File: config.mk
export PLATFORM = sky130hd
export DESIGN_NAME = prio_irq_ctrl
export DESIGN_NICKNAME = d
export VERILOG_FILES = /design/src/rtl/prio_irq_pkg.sv /design/src/rtl/irq_qualify.sv /design/src/rtl/irq_ctrl_regs.sv /design/src/rtl/irq_arbiter.sv /design/src/rtl/prio_irq_ctrl.sv
export SDC_FILE = /design/constraint.sdc
export NUM_CORES = 1
export LEC_CHECK = 0
export BUFFER_PORTS_ARGS = -buffer_cell sky130_fd_sc_hd__buf_2
export CORE_MARGIN = 2
export CORE_UTILIZATION = 46
export CTS_BUF_LIST = sky130_fd_sc_hd__clkbuf_4 sky130_fd_sc_hd__clkbuf_8
export CTS_CLUSTER_DIAMETER = 60
export CTS_CLUSTER_SIZE = 14
export DETAILED_ROUTE_END_ITERATION = 6
export PLACE_DENSITY_LB_ADDON = 0.12
export SLEW_MARGIN = 20
export SYNTH_ARGS = -nofsm -noshare
export SYNTH_HDL_FRONTEND = slang
export SYNTH_SLANG_ARGS = --single-unit
export TNS_END_PERCENT = 50
File: constraint.sdc
create_clock -name clk -period 2.56 [get_ports clk]
set_input_delay 0.512 -clock clk [delete_from_list [all_inputs] [get_ports clk]]
set_output_delay 0.512 -clock clk [all_outputs]
set_load 0.02 [all_outputs]
File: src/rtl/prio_irq_pkg.sv
package prio_irq_pkg;
  localparam int VEC_W  = 16;
  localparam int BYTE_W = 8;
  localparam int NSRC   = 5;

  typedef enum logic [2:0] {
    SRC_NONE = 3'd0,
    SRC_TRAP = 3'd1,
    SRC_E75  = 3'd2,
    SRC_L65  = 3'd3,
    SRC_L55  = 3'd4,
    SRC_GEN  = 3'd5
  } src_e;

  localparam logic [VEC_W-1:0] VEC_TRAP = 16'h0024;
  localparam logic [VEC_W-1:0] VEC_E75  = 16'h003C;
  localparam logic [VEC_W-1:0] VEC_L65  = 16'h0034;
  localparam logic [VEC_W-1:0] VEC_L55  = 16'h002C;

  // control byte fields
  localparam int CB_SOUT = 7;
  localparam int CB_SEN  = 6;
  localparam int CB_CLR  = 4;
  localparam int CB_MWE  = 3;

  function automatic logic [VEC_W-1:0] restart_vec(input logic [BYTE_W-1:0] op);
    logic [VEC_W-1:0] v;
    v = '0;
    if (op[7:6] == 2'b11 && op[2:0] == 3'b111)
      v = VEC_W'({op[5:3], 3'b000});
    return v;
  endfunction
endpackage

File: src/rtl/irq_qualify.sv
module irq_qualify
  import prio_irq_pkg::*;
(
  input  logic clk,
  input  logic rst_n,
  input  logic trap_i,
  input  logic edge_i,
  input  logic hi_i,
  input  logic lo_i,
  input  logic gen_i,
  input  logic ser_i,
  input  logic ack_trap_i,
  input  logic ack_edge_i,
  input  logic clr_edge_i,
  output logic trap_req_o,
  output logic edge_pend_o,
  output logic hi_o,
  output logic lo_o,
  output logic gen_o,
  output logic ser_o
);
  localparam int NIN = 6;

  logic [NIN-1:0] raw, smp_q;
  logic trap_d_q, edge_d_q, arm_q, pend_q;
  logic arm_nx, pend_nx, trap_rise, edge_rise;

  assign raw = {ser_i, gen_i, lo_i, hi_i, edge_i, trap_i};

  genvar g;
  generate
    for (g = 0; g < NIN; g++) begin : g_smp
      always_ff @(posedge clk or negedge rst_n)
        if (!rst_n) smp_q[g] <= 1'b0;
        else        smp_q[g] <= raw[g];
    end
  endgenerate

  assign trap_rise = smp_q[0] & ~trap_d_q;
  assign edge_rise = smp_q[1] & ~edge_d_q;

  always_comb begin
    arm_nx = arm_q;
    if (trap_rise) arm_nx = 1'b1;
    if (!smp_q[0] || ack_trap_i) arm_nx = 1'b0;
    pend_nx = pend_q;
    if (edge_rise) pend_nx = 1'b1;
    if (clr_edge_i || ack_edge_i) pend_nx = 1'b0;
  end

  always_ff @(posedge clk or negedge rst_n) begin
    if (!rst_n) begin
      trap_d_q <= 1'b0;
      edge_d_q <= 1'b0;
      arm_q    <= 1'b0;
      pend_q   <= 1'b0;
    end else begin
      trap_d_q <= smp_q[0];
      edge_d_q <= smp_q[1];
      arm_q    <= arm_nx;
      pend_q   <= pend_nx;
    end
  end

  assign trap_req_o  = arm_q & smp_q[0];
  assign edge_pend_o = pend_q;
  assign hi_o        = smp_q[2];
  assign lo_o        = smp_q[3];
  assign gen_o       = smp_q[4];
  assign ser_o       = smp_q[5];

  AST_TRAP_NEEDS_LEVEL: assert property (@(posedge clk) disable iff (!rst_n)
    !smp_q[0] |=> !arm_q);
  AST_EDGE_CLEARED: assert property (@(posedge clk) disable iff (!rst_n)
    clr_edge_i |=> !pend_q);
endmodule

File: src/rtl/irq_ctrl_regs.sv
module irq_ctrl_regs
  import prio_irq_pkg::*;
(
  input  logic              clk,
  input  logic              rst_n,
  input  logic              wr_i,
  input  logic [BYTE_W-1:0] data_i,
  input  logic              ien_set_i,
  input  logic              ien_clr_i,
  input  logic              ack_mask_i,
  output logic              ien_o,
  output logic [2:0]        mask_o,
  output logic              ser_o,
  output logic              clr_edge_o
);
  logic       ien_q, ien_nx, ser_q, ser_nx;
  logic [2:0] mask_q, mask_nx;
  logic       mask_en, ser_en;

  assign mask_en    = wr_i & data_i[CB_MWE];
  assign ser_en     = wr_i & data_i[CB_SEN];
  assign clr_edge_o = wr_i & data_i[CB_CLR];

  always_comb begin
    mask_nx = mask_en ? data_i[2:0] : mask_q;
    ser_nx  = ser_en  ? data_i[CB_SOUT] : ser_q;
    ien_nx  = ien_q;
    if (ien_set_i) ien_nx = 1'b1;
    if (ien_clr_i || ack_mask_i) ien_nx = 1'b0;
  end

  always_ff @(posedge clk or negedge rst_n) begin
    if (!rst_n) begin
      mask_q <= 3'b111;
      ser_q  <= 1'b0;
      ien_q  <= 1'b0;
    end else begin
      mask_q <= mask_nx;
      ser_q  <= ser_nx;
      ien_q  <= ien_nx;
    end
  end

  assign ien_o  = ien_q;
  assign mask_o = mask_q;
  assign ser_o  = ser_q;

  AST_MASK_HOLD: assert property (@(posedge clk) disable iff (!rst_n)
    (wr_i && !data_i[CB_MWE]) |=> $stable(mask_q));
  AST_ACK_DISABLES: assert property (@(posedge clk) disable iff (!rst_n)
    ack_mask_i |=> !ien_q);
  AST_SER_COPY: assert property (@(posedge clk) disable iff (!rst_n)
    (wr_i && data_i[CB_SEN]) |=> (ser_q == $past(data_i[CB_SOUT])));
endmodule

File: src/rtl/irq_arbiter.sv
module irq_arbiter
  import prio_irq_pkg::*;
(
  input  logic              clk,
  input  logic              rst_n,
  input  logic              trap_req_i,
  input  logic              edge_pend_i,
  input  logic              hi_i,
  input  logic              lo_i,
  input  logic              gen_i,
  input  logic              ien_i,
  input  logic [2:0]        mask_i,
  input  logic              ack_i,
  input  logic [BYTE_W-1:0] opcode_i,
  output logic              irq_o,
  output src_e              src_o,
  output logic [VEC_W-1:0]  vec_o
);
  logic [NSRC-1:0] req;
  src_e src_q, src_nx;

  assign req[0] = trap_req_i;
  assign req[1] = edge_pend_i & ~mask_i[2] & ien_i;
  assign req[2] = hi_i        & ~mask_i[1] & ien_i;
  assign req[3] = lo_i        & ~mask_i[0] & ien_i;
  assign req[4] = gen_i       & ien_i;

  always_comb begin
    src_nx = SRC_NONE;
    for (int i = NSRC - 1; i >= 0; i--)
      if (req[i]) src_nx = src_e'(i + 1);
    if (ack_i) src_nx = SRC_NONE;
  end

  always_ff @(posedge clk or negedge rst_n)
    if (!rst_n) src_q <= SRC_NONE;
    else        src_q <= src_nx;

  always_comb begin
    case (src_q)
      SRC_TRAP: vec_o = VEC_TRAP;
      SRC_E75:  vec_o = VEC_E75;
      SRC_L65:  vec_o = VEC_L65;
      SRC_L55:  vec_o = VEC_L55;
      SRC_GEN:  vec_o = restart_vec(opcode_i);
      default:  vec_o = '0;
    endcase
  end

  assign irq_o = (src_q != SRC_NONE);
  assign src_o = src_q;

  AST_TRAP_WINS: assert property (@(posedge clk) disable iff (!rst_n)
    (trap_req_i && !ack_i) |=> (src_q == SRC_TRAP));
  AST_ACK_DROPS: assert property (@(posedge clk) disable iff (!rst_n)
    ack_i |=> !irq_o);
endmodule

File: src/rtl/prio_irq_ctrl.sv
module prio_irq_ctrl
  import prio_irq_pkg::*;
(
  input  logic        clk,
  input  logic        rst_n,
  input  logic        trap_i,
  input  logic        edge_req_i,
  input  logic        lvl_hi_i,
  input  logic        lvl_lo_i,
  input  logic        gen_req_i,
  input  logic        ser_in_i,
  input  logic        ctrl_wr_i,
  input  logic [7:0]  ctrl_data_i,
  input  logic        ien_set_i,
  input  logic        ien_clr_i,
  input  logic        ack_i,
  input  logic [7:0]  ack_opcode_i,
  output logic [7:0]  stat_o,
  output logic        ser_out_o,
  output logic        irq_o,
  output logic [2:0]  src_o,
  output logic [15:0] vec_o
);
  logic trap_req, edge_pend, hi_s, lo_s, gen_s, ser_s;
  logic ien, clr_edge, ack_trap, ack_edge, ack_mask;
  logic [2:0] mask;
  src_e src;

  assign ack_trap = ack_i && (src == SRC_TRAP);
  assign ack_edge = ack_i && (src == SRC_E75);
  assign ack_mask = ack_i && (src != SRC_TRAP) && (src != SRC_NONE);

  irq_qualify u_qual (
    .clk(clk), .rst_n(rst_n), .trap_i(trap_i), .edge_i(edge_req_i),
    .hi_i(lvl_hi_i), .lo_i(lvl_lo_i), .gen_i(gen_req_i), .ser_i(ser_in_i),
    .ack_trap_i(ack_trap), .ack_edge_i(ack_edge), .clr_edge_i(clr_edge),
    .trap_req_o(trap_req), .edge_pend_o(edge_pend), .hi_o(hi_s),
    .lo_o(lo_s), .gen_o(gen_s), .ser_o(ser_s)
  );

  irq_ctrl_regs u_regs (
    .clk(clk), .rst_n(rst_n), .wr_i(ctrl_wr_i), .data_i(ctrl_data_i),
    .ien_set_i(ien_set_i), .ien_clr_i(ien_clr_i), .ack_mask_i(ack_mask),
    .ien_o(ien), .mask_o(mask), .ser_o(ser_out_o), .clr_edge_o(clr_edge)
  );

  irq_arbiter u_arb (
    .clk(clk), .rst_n(rst_n), .trap_req_i(trap_req), .edge_pend_i(edge_pend),
    .hi_i(hi_s), .lo_i(lo_s), .gen_i(gen_s), .ien_i(ien), .mask_i(mask),
    .ack_i(ack_i), .opcode_i(ack_opcode_i), .irq_o(irq_o), .src_o(src),
    .vec_o(vec_o)
  );

  assign src_o  = src;
  assign stat_o = {ser_s, edge_pend, hi_s, lo_s, ien, mask};
endmodule

==> impl_results.md <==
- Vias: 655
- Peak VDD IR: 0.000398 V
- Die Y: 47.6 um
- CTS tree: yes
- Vias per cell: 4.52
- Final wirelength: 1530 um
- Initial antenna violation count: 0
- Final setup margin: 0.660 ns
- Crit path max-delay cell type: dfrtp_1
- CP Launch Type: flop
- Fin area: 0.00107 sq mm
- Initial Util: 49.6%
- Share of power burned in the clock network: 26.8%
- Ports: 57
- Layout Nets: 149
- Crit path max fanout: 8
- DP Wirelength: 1210 um
- Per-cell routed wire length: 10.6 um
- Post-synthesis cell type count: 29
- Slew Viols, Final: 0
- Crit path DAT: 1.39 ns
- Setup_tns: 0 ns
- RR Startpoint: u_regs.mask_o[2]
- Routability Congestion: 0.726
- Syn. warnings: 0
- #FFs+latches synth: 18
- Final Critical Period: 1.90 ns
- FILL cells: 171
- Endpoint class of the critical path: primary output
- Synthesized area per cell: 10.9 sq um
- Status: finished, final reports clean
- Crit path kind: reg -> out
- Fmax: 526 MHz
- Reg-to-reg slack, setup: 1.41 ns
- Max incr delay on CP: 0.47 ns
- Post-synth EDFFs: 0
- H-tree levels: 1
- Global route overflow: 0
- Gr usage total: 15.1%
- Clock-pin slew on the worst setup and hold paths: 0.10 ns
- Tcrit/Tclk final: 74.2%
- Final setup fails: 0
- Cells along the critical path: nor2_2 -> xnor2_2 -> o21bai_1 -> buf_2
- Dominant synthesized flop cell: dfrtp_1
- Pint: 0.000461 W
- Hold Vio Cnt, Final: 0
- Reg2reg end: u_arb.src_o[0]
- Post-CTS sizing: 0
- Switching share of total power: 30.3%
- Drt first pass iters: 4
- Cell row count: 15
- Setup WS pre-CTS: 0.779 ns
- Number of inserted diodes: 0
- Largest cells by area after synthesis: dfrtp_1 (43%), buf_4 (15%), dfstp_2 (9.0%), mux2_2 (5.1%), nor2b_1 (2.9%)
- Setup bufs post-CTS: 0
- Core Region: 0.00176 sq mm
- R2R depth: 3
- First-pass GRT wire length: 2290 um
- DRC viols: 0
- Power density over the cells: 620 mW/mm^2
- RSZ-0062 raised after global routing: false
- Worst hold path type: in -> async
- Area share of the largest cell type after synthesis: 42.9%
- Switching pwr: 0.000201 W
- Syn Inst Count: 80
- CTS Sinks: 18
- CTS buffer count: 3
- Fraction of registers with async set/reset: 100%
- # hold bufs at CTS: 0
- Worst-Skew Late Latency: 0.30 ns
- Cell Area, Placed: 0.00103 sq mm
- Sequential area share after synthesis: 51.9%
- Max Buffers Root-to-Sink: 2
- Gate power share: 23.0%
- Layout cells sized above 1: 47.5%
- Max-cap violations: 0
- Die ar.: 0.00227 sq mm
- Flop pwr share: 50.3%
- Family with the most delay on the worst path: flip-flops
- Root Driver: clkbuf_4
- Lkg Pwr: 0.557 nW
- Post-route ant nets: 0
- Iteration-0 DRC Markers: 2
- Synthesized cell area: 876 sq um
- Port Buf Inserts: 43
- Largest net degree at the start of global routing: 19
- Synth area leader: dfrtp_1
- Die width: 47.6 um
- Area Growth Syn to Fin: 21.9%
- Vias in the first global route: 572
- Worst path bufs/invs: 1
- Clock Skews: 0.00415 ns
- Worst EP required: 2.05 ns
## worst max-delay path by stage
stage / from / to / slack [ns] / cells past startpoint
floorplan: ack_opcode_i[7] / vec_o[4] / 0.70 / 3
global placement: ack_opcode_i[7] / vec_o[4] / 0.78 / 5
detailed placement: ack_opcode_i[7] / vec_o[4] / 0.78 / 5
CTS: u_arb.src_o[1] / vec_o[5] / 0.65 / 4
global route: u_arb.src_o[1] / vec_o[5] / 0.55 / 4
finish: u_arb.src_o[1] / vec_o[5] / 0.66 / 4
## power groups by stage
stage               Sequential [W]  Clock [W]  Combinational (W)
floorplan                 0.000349          0           0.000105
global placement          0.000338          0           0.000151
detailed placement        0.000339          0           0.000154
CTS                       0.000333   0.000179           0.000154
global route              0.000337   0.000194           0.000169
finish                    0.000333   0.000177           0.000152
## kinds of logic (layout without fill, tap and decap cells)
| kind of cell | Yosys count | after routing | share of synthesized area (%) |
|---|---|---|---|
| mux | 4 | 4 | 5.14 |
| simple gates | 24 | 24 | 16.1 |
| buf+inv | 20 | 49 | 16.0 |
| compound gates | 12 | 12 | 8.57 |
| xor+xnor | 1 | 1 | 1.86 |
| other cells | 1 | 12 | 0.428 |
| flops | 18 | 18 | 51.9 |
## layer usage
layer | up-vias | global-route usage (%) | part of all wire (%)
li1 | 321 | - | -
met1 | 291 | 15.7 | 40
met2 | 39 | 26.5 | 49
met3 | 4 | 3.40 | 8.4
met4 | 0 | 11.4 | 2.9
met5 | - | 0 | 0
## layout make-up
| cell class | instances | area, sq um | area share, % |
|---|---|---|---|
| repair buffers | 43 | 215 | 20.2 |
| well taps | 25 | 31.3 | 2.93 |
| inverters | 2 | 7.51 | 0.703 |
| flip-flops and latches | 18 | 454 | 42.6 |
| multi-input cells | 53 | 323 | 30.2 |
| clock buffers | 4 | 36.3 | 3.40 |
## worst reg2reg max path, stage by stage, from the launching register on
cell     delay, ns
dfstp_2       0.58
nor2b_4       0.05
or3b_1        0.34
o22ai_1       0.11
## layout by cell type (no fill, tap or decap), drive strengths merged, types with 2 or more instances in the layout
cell type | Yosys | final
nand3 | 4 | 4
dfrtp | 15 | 15
nor2 | 3 | 3
a21oi | 3 | 3
nand2 | 4 | 4
nand2b | 3 | 3
mux2 | 4 | 4
clkbuf | 0 | 4
buf | 18 | 43
nor2b | 5 | 5
inv | 2 | 2
conb | 1 | 12
o21ai | 3 | 3
dfstp | 3 | 3
## synth_stat cells (2+ instances only)
library cell	number
a21oi_1	3
buf_4	17
inv_1	2
nand2b_1	3
nor2_1	2
mux2_2	4
dfstp_2	3
nor2b_1	4
o21ai_1	2
nand3_1	4
nand2_1	4
dfrtp_1	15
## stage by stage
stage	std cells	power, W	hold WS, ns	util [%]
3_5_place_dp	141	0.000492	0.353	58.4
4_1_cts	145	0.000667	0.124	60.5
2_1_floorplan	91	0.000454	0.216	-
3_3_place_gp	141	0.000488	0.355	58.4
6_report	145	0.000662	0.111	60.5
5_1_grt	145	0.000699	0.134	60.5
No activity file was read; power rests on OpenSTA's default activity.
